[config.mk]
export PLATFORM = sky130hd
export DESIGN_NAME = adc_halfduplex_slave
export DESIGN_NICKNAME = d
export VERILOG_FILES = /design/src/rtl/adc_hd_pkg.sv /design/src/rtl/hd_sync.sv /design/src/rtl/hd_sclk_edge.sv /design/src/rtl/hd_cmd_rx.sv /design/src/rtl/hd_result_sel.sv /design/src/rtl/hd_tx_shift.sv /design/src/rtl/adc_halfduplex_slave.sv
export SDC_FILE = /design/constraint.sdc
export NUM_CORES = 1
export LEC_CHECK = 0
export ABC_AREA = 1
export CORE_MARGIN = 2
export CORE_UTILIZATION = 31
export DETAILED_ROUTE_END_ITERATION = 7
export GPL_TIMING_DRIVEN = 0
export SETUP_SLACK_MARGIN = 0.3
export SYNTH_ARGS = -nofsm -noshare
export SYNTH_HDL_FRONTEND = slang
export SYNTH_SLANG_ARGS = --single-unit
[constraint.sdc]
create_clock -name clk -period 3.6 [get_ports clk]
set_input_delay 0.54 -clock clk [delete_from_list [all_inputs] [get_ports clk]]
set_output_delay 0.54 -clock clk [all_outputs]
set_load 0.01 [all_outputs]
[src/rtl/adc_hd_pkg.sv]
package adc_hd_pkg;

   typedef enum logic [1:0] {
      RX_HUNT = 2'd0,
      RX_CFG  = 2'd1,
      RX_HOLD = 2'd2
   } rx_state_e;

   typedef struct packed {
      logic single_end;
      logic chan_sel;
      logic msb_first;
   } hd_cfg_t;

   localparam int CFG_BITS = $bits(hd_cfg_t);

endpackage

[src/rtl/hd_sync.sv]
module hd_sync #(
   parameter int            W       = 3,
   parameter int            STAGES  = 2,
   parameter logic [W-1:0]  RST_VAL = '0
) (
   input  logic         clk,
   input  logic         rst_n,
   input  logic [W-1:0] d,
   output logic [W-1:0] q
);

   if (STAGES < 2) begin : g_bad_stages
      $error("hd_sync: STAGES must be at least 2");
   end

   for (genvar g = 0; g < W; g++) begin : g_bit
      logic [STAGES-1:0] sh;
      always_ff @(posedge clk or negedge rst_n) begin
         if (!rst_n) sh <= {STAGES{RST_VAL[g]}};
         else        sh <= {sh[STAGES-2:0], d[g]};
      end
      assign q[g] = sh[STAGES-1];
   end

endmodule

[src/rtl/hd_sclk_edge.sv]
module hd_sclk_edge (
   input  logic clk,
   input  logic rst_n,
   input  logic sclk_s,
   input  logic idle,
   output logic rise,
   output logic fall
);

   logic sclk_q;

   always_ff @(posedge clk or negedge rst_n) begin
      if (!rst_n) sclk_q <= 1'b0;
      else        sclk_q <= sclk_s;
   end

   assign rise = !idle &&  sclk_s && !sclk_q;
   assign fall = !idle && !sclk_s &&  sclk_q;

endmodule

[src/rtl/hd_cmd_rx.sv]
module hd_cmd_rx
   import adc_hd_pkg::*;
(
   input  logic    clk,
   input  logic    rst_n,
   input  logic    idle,
   input  logic    rise,
   input  logic    din_s,
   output hd_cfg_t cfg,
   output logic    cfg_load,
   output logic    busy,
   output logic    ready
);

   localparam int CW = (CFG_BITS > 1) ? $clog2(CFG_BITS) : 1;

   rx_state_e             state;
   logic [CW-1:0]         cnt;
   logic [CFG_BITS-1:0]   shreg;

   always_ff @(posedge clk or negedge rst_n) begin
      if (!rst_n) begin
         state    <= RX_HUNT;
         cnt      <= '0;
         shreg    <= '0;
         cfg_load <= 1'b0;
      end else if (idle) begin
         state    <= RX_HUNT;
         cnt      <= '0;
         cfg_load <= 1'b0;
      end else begin
         cfg_load <= 1'b0;
         if (rise) begin
            case (state)
               RX_HUNT: begin
                  if (din_s) begin
                     state <= RX_CFG;
                     cnt   <= '0;
                  end
               end
               RX_CFG: begin
                  shreg <= {shreg[CFG_BITS-2:0], din_s};
                  if (int'(cnt) == CFG_BITS - 1) begin
                     state    <= RX_HOLD;
                     cfg_load <= 1'b1;
                  end else begin
                     cnt <= cnt + 1'b1;
                  end
               end
               default: state <= RX_HOLD;
            endcase
         end
      end
   end

   assign cfg   = hd_cfg_t'(shreg);
   assign busy  = (state != RX_HOLD);
   assign ready = (state == RX_HOLD);

   p_load_after_rise_r3: assert property (@(posedge clk) disable iff (!rst_n)
      cfg_load |-> $past(rise));

   p_hunt_holds_r2: assert property (@(posedge clk) disable iff (!rst_n)
      (state == RX_HUNT && rise && !din_s && !idle) |=> (state == RX_HUNT));

endmodule

[src/rtl/hd_result_sel.sv]
module hd_result_sel
   import adc_hd_pkg::*;
#(
   parameter int DW      = 12,
   parameter bit DIFF_EN = 1'b1
) (
   input  logic          clk,
   input  logic          rst_n,
   input  logic          load,
   input  hd_cfg_t       cfg,
   input  logic [DW-1:0] samp0,
   input  logic [DW-1:0] samp1,
   output logic [DW-1:0] word
);

   logic [DW-1:0] pos_w, neg_w, res;

   assign pos_w = cfg.chan_sel ? samp1 : samp0;
   assign neg_w = cfg.chan_sel ? samp0 : samp1;

   if (DIFF_EN) begin : g_diff
      always_comb begin
         if (cfg.single_end)     res = pos_w;
         else if (pos_w > neg_w) res = pos_w - neg_w;
         else                    res = '0;
      end
   end else begin : g_se_only
      logic unused_mode;
      assign unused_mode = cfg.single_end ^ (|neg_w);
      assign res = pos_w;
   end

   always_ff @(posedge clk or negedge rst_n) begin
      if (!rst_n)    word <= '0;
      else if (load) word <= res;
   end

   p_diff_bound_r5: assert property (@(posedge clk) disable iff (!rst_n)
      (load && !cfg.single_end) |=> (word <= $past(pos_w)));

endmodule

[src/rtl/hd_tx_shift.sv]
module hd_tx_shift #(
   parameter int DW = 12
) (
   input  logic          clk,
   input  logic          rst_n,
   input  logic          idle,
   input  logic          fall,
   input  logic          ready,
   input  logic          msb_first,
   input  logic [DW-1:0] word,
   output logic          dout,
   output logic          oe
);

   localparam int LAST = 2 * DW;
   localparam int KW   = $clog2(LAST + 1);

   logic [KW-1:0] k;
   logic          nxt;

   function automatic logic sel_bit(input logic [DW-1:0] v, input int idx);
      logic b;
      b = 1'b0;
      for (int i = 0; i < DW; i++) if (i == idx) b = v[i];
      return b;
   endfunction

   always_comb begin
      int kk;
      kk  = int'(k);
      nxt = 1'b0;
      if (msb_first) begin
         if (kk >= 1 && kk <= DW)          nxt = sel_bit(word, DW - kk);
         else if (kk > DW && kk < LAST)    nxt = sel_bit(word, kk - DW);
      end else if (kk >= 1 && kk <= DW) begin
         nxt = sel_bit(word, kk - 1);
      end
   end

   always_ff @(posedge clk or negedge rst_n) begin
      if (!rst_n) begin
         oe   <= 1'b0;
         dout <= 1'b0;
         k    <= '0;
      end else if (idle) begin
         oe   <= 1'b0;
         dout <= 1'b0;
         k    <= '0;
      end else if (fall && ready) begin
         if (!oe) begin
            oe   <= 1'b1;
            dout <= 1'b0;
            k    <= KW'(1);
         end else begin
            dout <= nxt;
            if (int'(k) != LAST) k <= k + 1'b1;
         end
      end
   end

   p_dout_on_fall_r12: assert property (@(posedge clk) disable iff (!rst_n)
      (dout != $past(dout)) |-> ($past(fall) || $past(idle)));

   p_oe_rise_r6: assert property (@(posedge clk) disable iff (!rst_n)
      $rose(oe) |-> ($past(fall) && $past(ready) && !dout));

   p_idle_quiet_r1: assert property (@(posedge clk) disable iff (!rst_n)
      idle |=> (!oe && !dout));

endmodule

[src/rtl/adc_halfduplex_slave.sv]
module adc_halfduplex_slave
   import adc_hd_pkg::*;
#(
   parameter int DW          = 12,
   parameter int SYNC_STAGES = 2,
   parameter bit DIFF_EN     = 1'b1
) (
   input  logic          clk,
   input  logic          rst_n,
   input  logic          cs_n,
   input  logic          sclk,
   input  logic          din,
   input  logic [DW-1:0] samp0,
   input  logic [DW-1:0] samp1,
   output logic          dout,
   output logic          dout_oe
);

   if (DW < 2) begin : g_bad_dw
      $error("adc_halfduplex_slave: DW must be at least 2");
   end

   logic    cs_s, sclk_s, din_s;
   logic    rise, fall;
   hd_cfg_t cfg;
   logic    cfg_load, rx_busy, rx_ready;
   logic [DW-1:0] word;

   hd_sync #(.W(3), .STAGES(SYNC_STAGES), .RST_VAL(3'b100)) u_sync (
      .clk   (clk),
      .rst_n (rst_n),
      .d     ({cs_n, sclk, din}),
      .q     ({cs_s, sclk_s, din_s})
   );

   hd_sclk_edge u_edge (
      .clk    (clk),
      .rst_n  (rst_n),
      .sclk_s (sclk_s),
      .idle   (cs_s),
      .rise   (rise),
      .fall   (fall)
   );

   hd_cmd_rx u_rx (
      .clk      (clk),
      .rst_n    (rst_n),
      .idle     (cs_s),
      .rise     (rise),
      .din_s    (din_s),
      .cfg      (cfg),
      .cfg_load (cfg_load),
      .busy     (rx_busy),
      .ready    (rx_ready)
   );

   hd_result_sel #(.DW(DW), .DIFF_EN(DIFF_EN)) u_res (
      .clk   (clk),
      .rst_n (rst_n),
      .load  (cfg_load),
      .cfg   (cfg),
      .samp0 (samp0),
      .samp1 (samp1),
      .word  (word)
   );

   hd_tx_shift #(.DW(DW)) u_tx (
      .clk       (clk),
      .rst_n     (rst_n),
      .idle      (cs_s),
      .fall      (fall),
      .ready     (rx_ready),
      .msb_first (cfg.msb_first),
      .word      (word),
      .dout      (dout),
      .oe        (dout_oe)
   );

   p_quiet_input_r3: assert property (@(posedge clk) disable iff (!rst_n)
      rx_busy |-> !dout_oe);

endmodule

==> impl_metrics.prom <==
# TYPE chip_impl_metric gauge
chip_impl_metric{name="detailedPlacementHpwl",unit="mm"} 6.76
chip_impl_metric{name="cellPowerDensity",unit="nW/um^2"} 578
chip_impl_metric{name="finalCritPeriodShare",unit="%"} 84.4
chip_impl_metric{name="firstDrtPassIters",unit=""} 5
chip_impl_metric{name="flow.area_growth_from_synthesis",unit="%"} 19.0
chip_impl_metric{name="floorplan.die.height",unit="microns"} 106
chip_impl_metric{name="cp_data_arrival_time",unit="ns"} 3.25
chip_impl_metric{name="core_region_area",unit="sq um"} 10200
chip_impl_info{name="rr_endpoint",value="u_res.word[10]$_DFFE_PN0P_"} 1
chip_impl_metric{name="worst_slew_margin_rel",unit="%"} 50.4
chip_impl_metric{name="post_synth_instance_area",unit="sq um"} 3230
chip_impl_metric{name="finalSetupViolCount",unit=""} 0
chip_impl_metric{name="reg2reg_setup_slack",unit="ns"} 0.56
chip_impl_metric{name="fillCellCount",unit=""} 1078
chip_impl_metric{name="yosys.cell_types.count",unit=""} 49
chip_impl_metric{name="gpl.final_weighted_congestion",unit=""} 0.900
chip_impl_metric{name="antenna_found_initial",unit=""} 0
chip_impl_metric{name="drc",unit=""} 0
chip_impl_metric{name="route.detailed.wl_per_inst",unit="microns"} 12.5
chip_impl_metric{name="floorplan.die_area",unit="sq um"} 11300
chip_impl_info{name="hold_path.class",value="input pin to async pin"} 1
chip_impl_metric{name="maximum_number_of_pins_on_one_net_before_global_route_repair",unit=""} 35
chip_impl_info{name="critical_path_class",value="flop to flop"} 1
chip_impl_metric{name="cp.buffers_inverters",unit=""} 4
chip_impl_metric{name="synth_cells",unit=""} 481
chip_impl_metric{name="globalRoute.totalOverflow",unit=""} 0
chip_impl_metric{name="swShare",unit="%"} 47.1
chip_impl_metric{name="global_route_wire_length_before_repair",unit="mm"} 14.4
chip_impl_metric{name="totalWireLength",unit="mm"} 8.18
chip_impl_metric{name="finalSetupTns",unit="ns"} 0
chip_impl_metric{name="clk_latency",unit="ns"} 0.28
chip_impl_metric{name="yosysSeqAreaShare",unit="%"} 26.4
chip_impl_metric{name="clock_transition_at_the_registers_of_the_reported_paths",unit="ns"} 0.08
chip_impl_metric{name="total_leakage_power",unit="nW"} 1.82
chip_impl_info{name="unrepaired_setup_endpoints_after_global_routing",value="false"} 1
chip_impl_metric{name="comb_power_share",unit="%"} 59.4
chip_impl_metric{name="worst-r2r-cell-count",unit=""} 18
chip_impl_metric{name="port_buffers",unit=""} 30
chip_impl_info{name="crit_chain",value="clkbuf_4, clkbuf_4, buf_4, nand2_1, o21ai_0, ha_1, inv_1, fa_1, nand3_1, nand3_1, nand2_1, nand2_1, nand2_1, nand2_1, a21oi_1, xor2_1, nand2_1, a31oi_1"} 1
chip_impl_metric{name="route.vias.total",unit=""} 3225
chip_impl_metric{name="die_w",unit="microns"} 106
chip_impl_info{name="critical_path.top_delay_family",value="simple AND/OR/NAND/NOR gates"} 1
chip_impl_metric{name="postSynthRegisterBits",unit=""} 34
chip_impl_info{name="clock-root-buffer",value="sky130_fd_sc_hd__clkbuf_8"} 1
chip_impl_info{name="tritoncts_clock_tree",value="built"} 1
chip_impl_info{name="synth_top_cell_by_area",value="sky130_fd_sc_hd__dfrtp_1"} 1
chip_impl_metric{name="placement_rows",unit=""} 37
chip_impl_metric{name="viasPerCell",unit=""} 4.92
chip_impl_metric{name="post-layout-total-power",unit="mW"} 2.22
chip_impl_info{name="layout_commonest_cell",value="sky130_fd_sc_hd__nand2_1"} 1
chip_impl_info{name="layout.cells.most_common_list",value="sky130_fd_sc_hd__nand2_1 (106), sky130_fd_sc_hd__inv_1 (67), sky130_fd_sc_hd__o21ai_0 (51)"} 1
chip_impl_metric{name="clock_path_buffers",unit=""} 2
chip_impl_metric{name="grt_use_total",unit="%"} 15.4
chip_impl_info{name="run_status",value="finished, final reports clean"} 1
chip_impl_metric{name="max_stage_delay",unit="ns"} 0.40
chip_impl_metric{name="ir_drop",unit="V"} 0.000322
chip_impl_metric{name="clock_power_share",unit="%"} 19.0
chip_impl_info{name="critPathLaunchType",value="flop"} 1
chip_impl_metric{name="dpl.cell_count",unit=""} 647
chip_impl_info{name="worst_path_most_repeated_cell",value="sky130_fd_sc_hd__nand2_1"} 1
chip_impl_metric{name="ant_nets",unit=""} 0
chip_impl_info{name="timing.critical_path.to_type",value="flop"} 1
chip_impl_metric{name="cts-htree-levels",unit=""} 2
chip_impl_metric{name="worst-slew-pin-transition",unit="ns"} 0.744
chip_impl_metric{name="netlist.area_leader.share",unit="%"} 24.8
chip_impl_metric{name="timing.critical_path.depth",unit=""} 18
chip_impl_metric{name="power_switching",unit="mW"} 1.05
chip_impl_metric{name="detail_route.iter0.violations",unit=""} 136
chip_impl_metric{name="p_int",unit="mW"} 1.18
chip_impl_metric{name="antennaDiodeCount",unit=""} 0
chip_impl_metric{name="first_global_vias",unit=""} 3131
chip_impl_metric{name="clock-sinks",unit=""} 34
chip_impl_metric{name="cp_data_required_time",unit="ns"} 3.81
chip_impl_metric{name="synthesis.area_per_instance",unit="sq um"} 6.72
chip_impl_metric{name="tritoncts.num_buffers",unit=""} 5
chip_impl_metric{name="final.setup_skew",unit="ns"} 0.00558
chip_impl_metric{name="maxClockFrequency",unit="GHz"} 0.329
chip_impl_metric{name="worstPathMaxFanout",unit=""} 10
chip_impl_metric{name="design.final.nets",unit=""} 567
chip_impl_metric{name="finalWorstPathRequiredPeriod",unit="ns"} 3.04
chip_impl_metric{name="drive_above_1_share",unit="%"} 12.7
chip_impl_info{name="worst_r2r_startpoint",value="u_rx.cfg[1]$_DFFE_PN0P_"} 1
chip_impl_metric{name="sequentialPowerShare",unit="%"} 21.6
chip_impl_metric{name="syn_nets",unit=""} 530
chip_impl_metric{name="final_max_slew_viol_count",unit=""} 0
chip_impl_metric{name="start_util",unit="%"} 31.6
chip_impl_metric{name="timing_hold_violations_final",unit=""} 0
chip_impl_info{name="netlist_top_cells_area",value="sky130_fd_sc_hd__dfrtp_1 (25%), sky130_fd_sc_hd__nand2_1 (12%), sky130_fd_sc_hd__o21ai_0 (7.9%), sky130_fd_sc_hd__inv_1 (7.8%), sky130_fd_sc_hd__ha_1 (7.4%)"} 1
chip_impl_metric{name="final_core_util",unit="%"} 37.6
chip_impl_metric{name="postCtsSetupBuffers",unit=""} 0
chip_impl_info{name="critPathSlowestCell",value="sky130_fd_sc_hd__fa_1"} 1
chip_impl_metric{name="yosys_warnings",unit=""} 0
chip_impl_metric{name="top_level_ports",unit=""} 31
chip_impl_metric{name="layout.cells.non_filler",unit=""} 655
chip_impl_metric{name="max_cap_viol_count",unit=""} 0
[cell usage after synthesis, drive strengths merged]
| cell type | n |
|---|---|
| xor2 | 3 |
| clkinv | 3 |
| fa | 1 |
| o221ai | 1 |
| o22ai | 2 |
| nand4 | 6 |
| buf | 7 |
| o211ai | 3 |
| a21oi | 25 |
| ha | 19 |
| nor3 | 10 |
| nand2 | 119 |
| mux2i | 1 |
| dfstp | 2 |
| nor2 | 38 |
| or2 | 4 |
| or3 | 1 |
| o2111ai | 2 |
| nor3b | 2 |
| inv | 76 |
| nand3 | 40 |
| nand3b | 2 |
| clkbuf | 6 |
| o21bai | 1 |
| o21ai | 54 |
| o31ai | 3 |
| a221oi | 1 |
| nor4 | 2 |
| a41oi | 1 |
| dfrtp | 32 |
| a31oi | 5 |
| a211oi | 1 |
| a22oi | 8 |
[per-stage QoR]
step	cell area, sq um	setup WS [ns]	hold WS [ns]
final	3850	0.562	0.317
after global routing	3850	0.321	0.368
after CTS	3840	0.395	0.347
after detailed placement	3700	0.0762	0.337
after global placement	3700	0.0776	0.332
after floorplan	3230	0.778	0.244
[registers in the layout, summed over array words and instances, names as in the netlist]
signal and flops:
u_edge.sclk_q 1, u_res.word 12, u_rx.cfg 3, u_rx.cfg_load 1
u_rx.cnt 2, u_rx.state 2, u_sync.g_bit.sh 6, u_tx.dout 1
u_tx.k 5, u_tx.oe 1
[cells by family after synthesis]
group | count (synthesis) | synth area share, %
compound gates | 107 | 19.9
xor+xnor | 3 | 0.813
fa+ha+maj | 20 | 7.97
simple gates | 224 | 32.7
buf+inv | 92 | 11.9
flops | 34 | 26.4
mux | 1 | 0.309
[worst reg2reg max path: cells and delay by family (launching register included)]
family | cells | cell delay, ns
compound gates | 3 | 0.34
xor+xnor | 1 | 0.15
fa+ha+maj | 2 | 0.64
buf+inv | 4 | 0.75
flops | 1 | 0.35
simple gates | 8 | 0.76
[power groups by stage]
stage	combinational [mW]	clock [mW]	sequential [mW]
floorplan	0.986	0	0.472
global placement	1.29	0	0.485
detailed placement	1.30	0	0.485
CTS	1.30	0.430	0.479
global route	1.50	0.448	0.487
finish	1.32	0.422	0.480
[worst max-delay path by stage]
stage                                       start                    endpoint  slack, ns
after global placement    u_rx.cfg[1]$_DFFE_PN0P_   u_res.word[6]$_DFFE_PN0P_       0.08
after detailed placement  u_rx.cfg[1]$_DFFE_PN0P_  u_res.word[10]$_DFFE_PN0P_       0.08
final                     u_rx.cfg[1]$_DFFE_PN0P_  u_res.word[10]$_DFFE_PN0P_       0.56
after floorplan           u_rx.cfg[1]$_DFFE_PN0P_  u_res.word[10]$_DFFE_PN0P_       0.78
after CTS                 u_rx.cfg[1]$_DFFE_PN0P_  u_res.word[10]$_DFFE_PN0P_       0.39
after global routing      u_rx.cfg[1]$_DFFE_PN0P_   u_res.word[5]$_DFFE_PN0P_       0.32
[layer usage]
| metal | wire length (microns) | vias to the layer above | GRT usage [%] | part of all wire [%] |
|---|---|---|---|---|
| met5 | 0 | - | 0 | 0 |
| met4 | 128 | 0 | 4.98 | 1.6 |
| met1 | 3990 | 1480 | 20.4 | 49 |
| met3 | 256 | 10 | 1.84 | 3.1 |
| met2 | 3800 | 65 | 26.2 | 47 |
| li1 | - | 1670 | - | - |
[final cells by class]
cell class	instances	area [sq um]	area share (%)
multi-input combinational	355	2000	51.9
sequential	34	853	22.2
inverter	79	304	7.90
timing repair buffer	30	295	7.67
tap	136	170	4.42
buffer	13	91.3	2.37
clock buffer	5	68.8	1.79
clock inverter	3	68.8	1.79
[repair_timing]
action | in CTS | in global routing
pin swaps | 0 | 0
gates resized for setup | 2 | 6
setup endpoints to repair | 12 | 11
endpoints found under the hold margin | 0 | 0
hold buffers | 0 | 0
(Power assumes the default switching activity.)
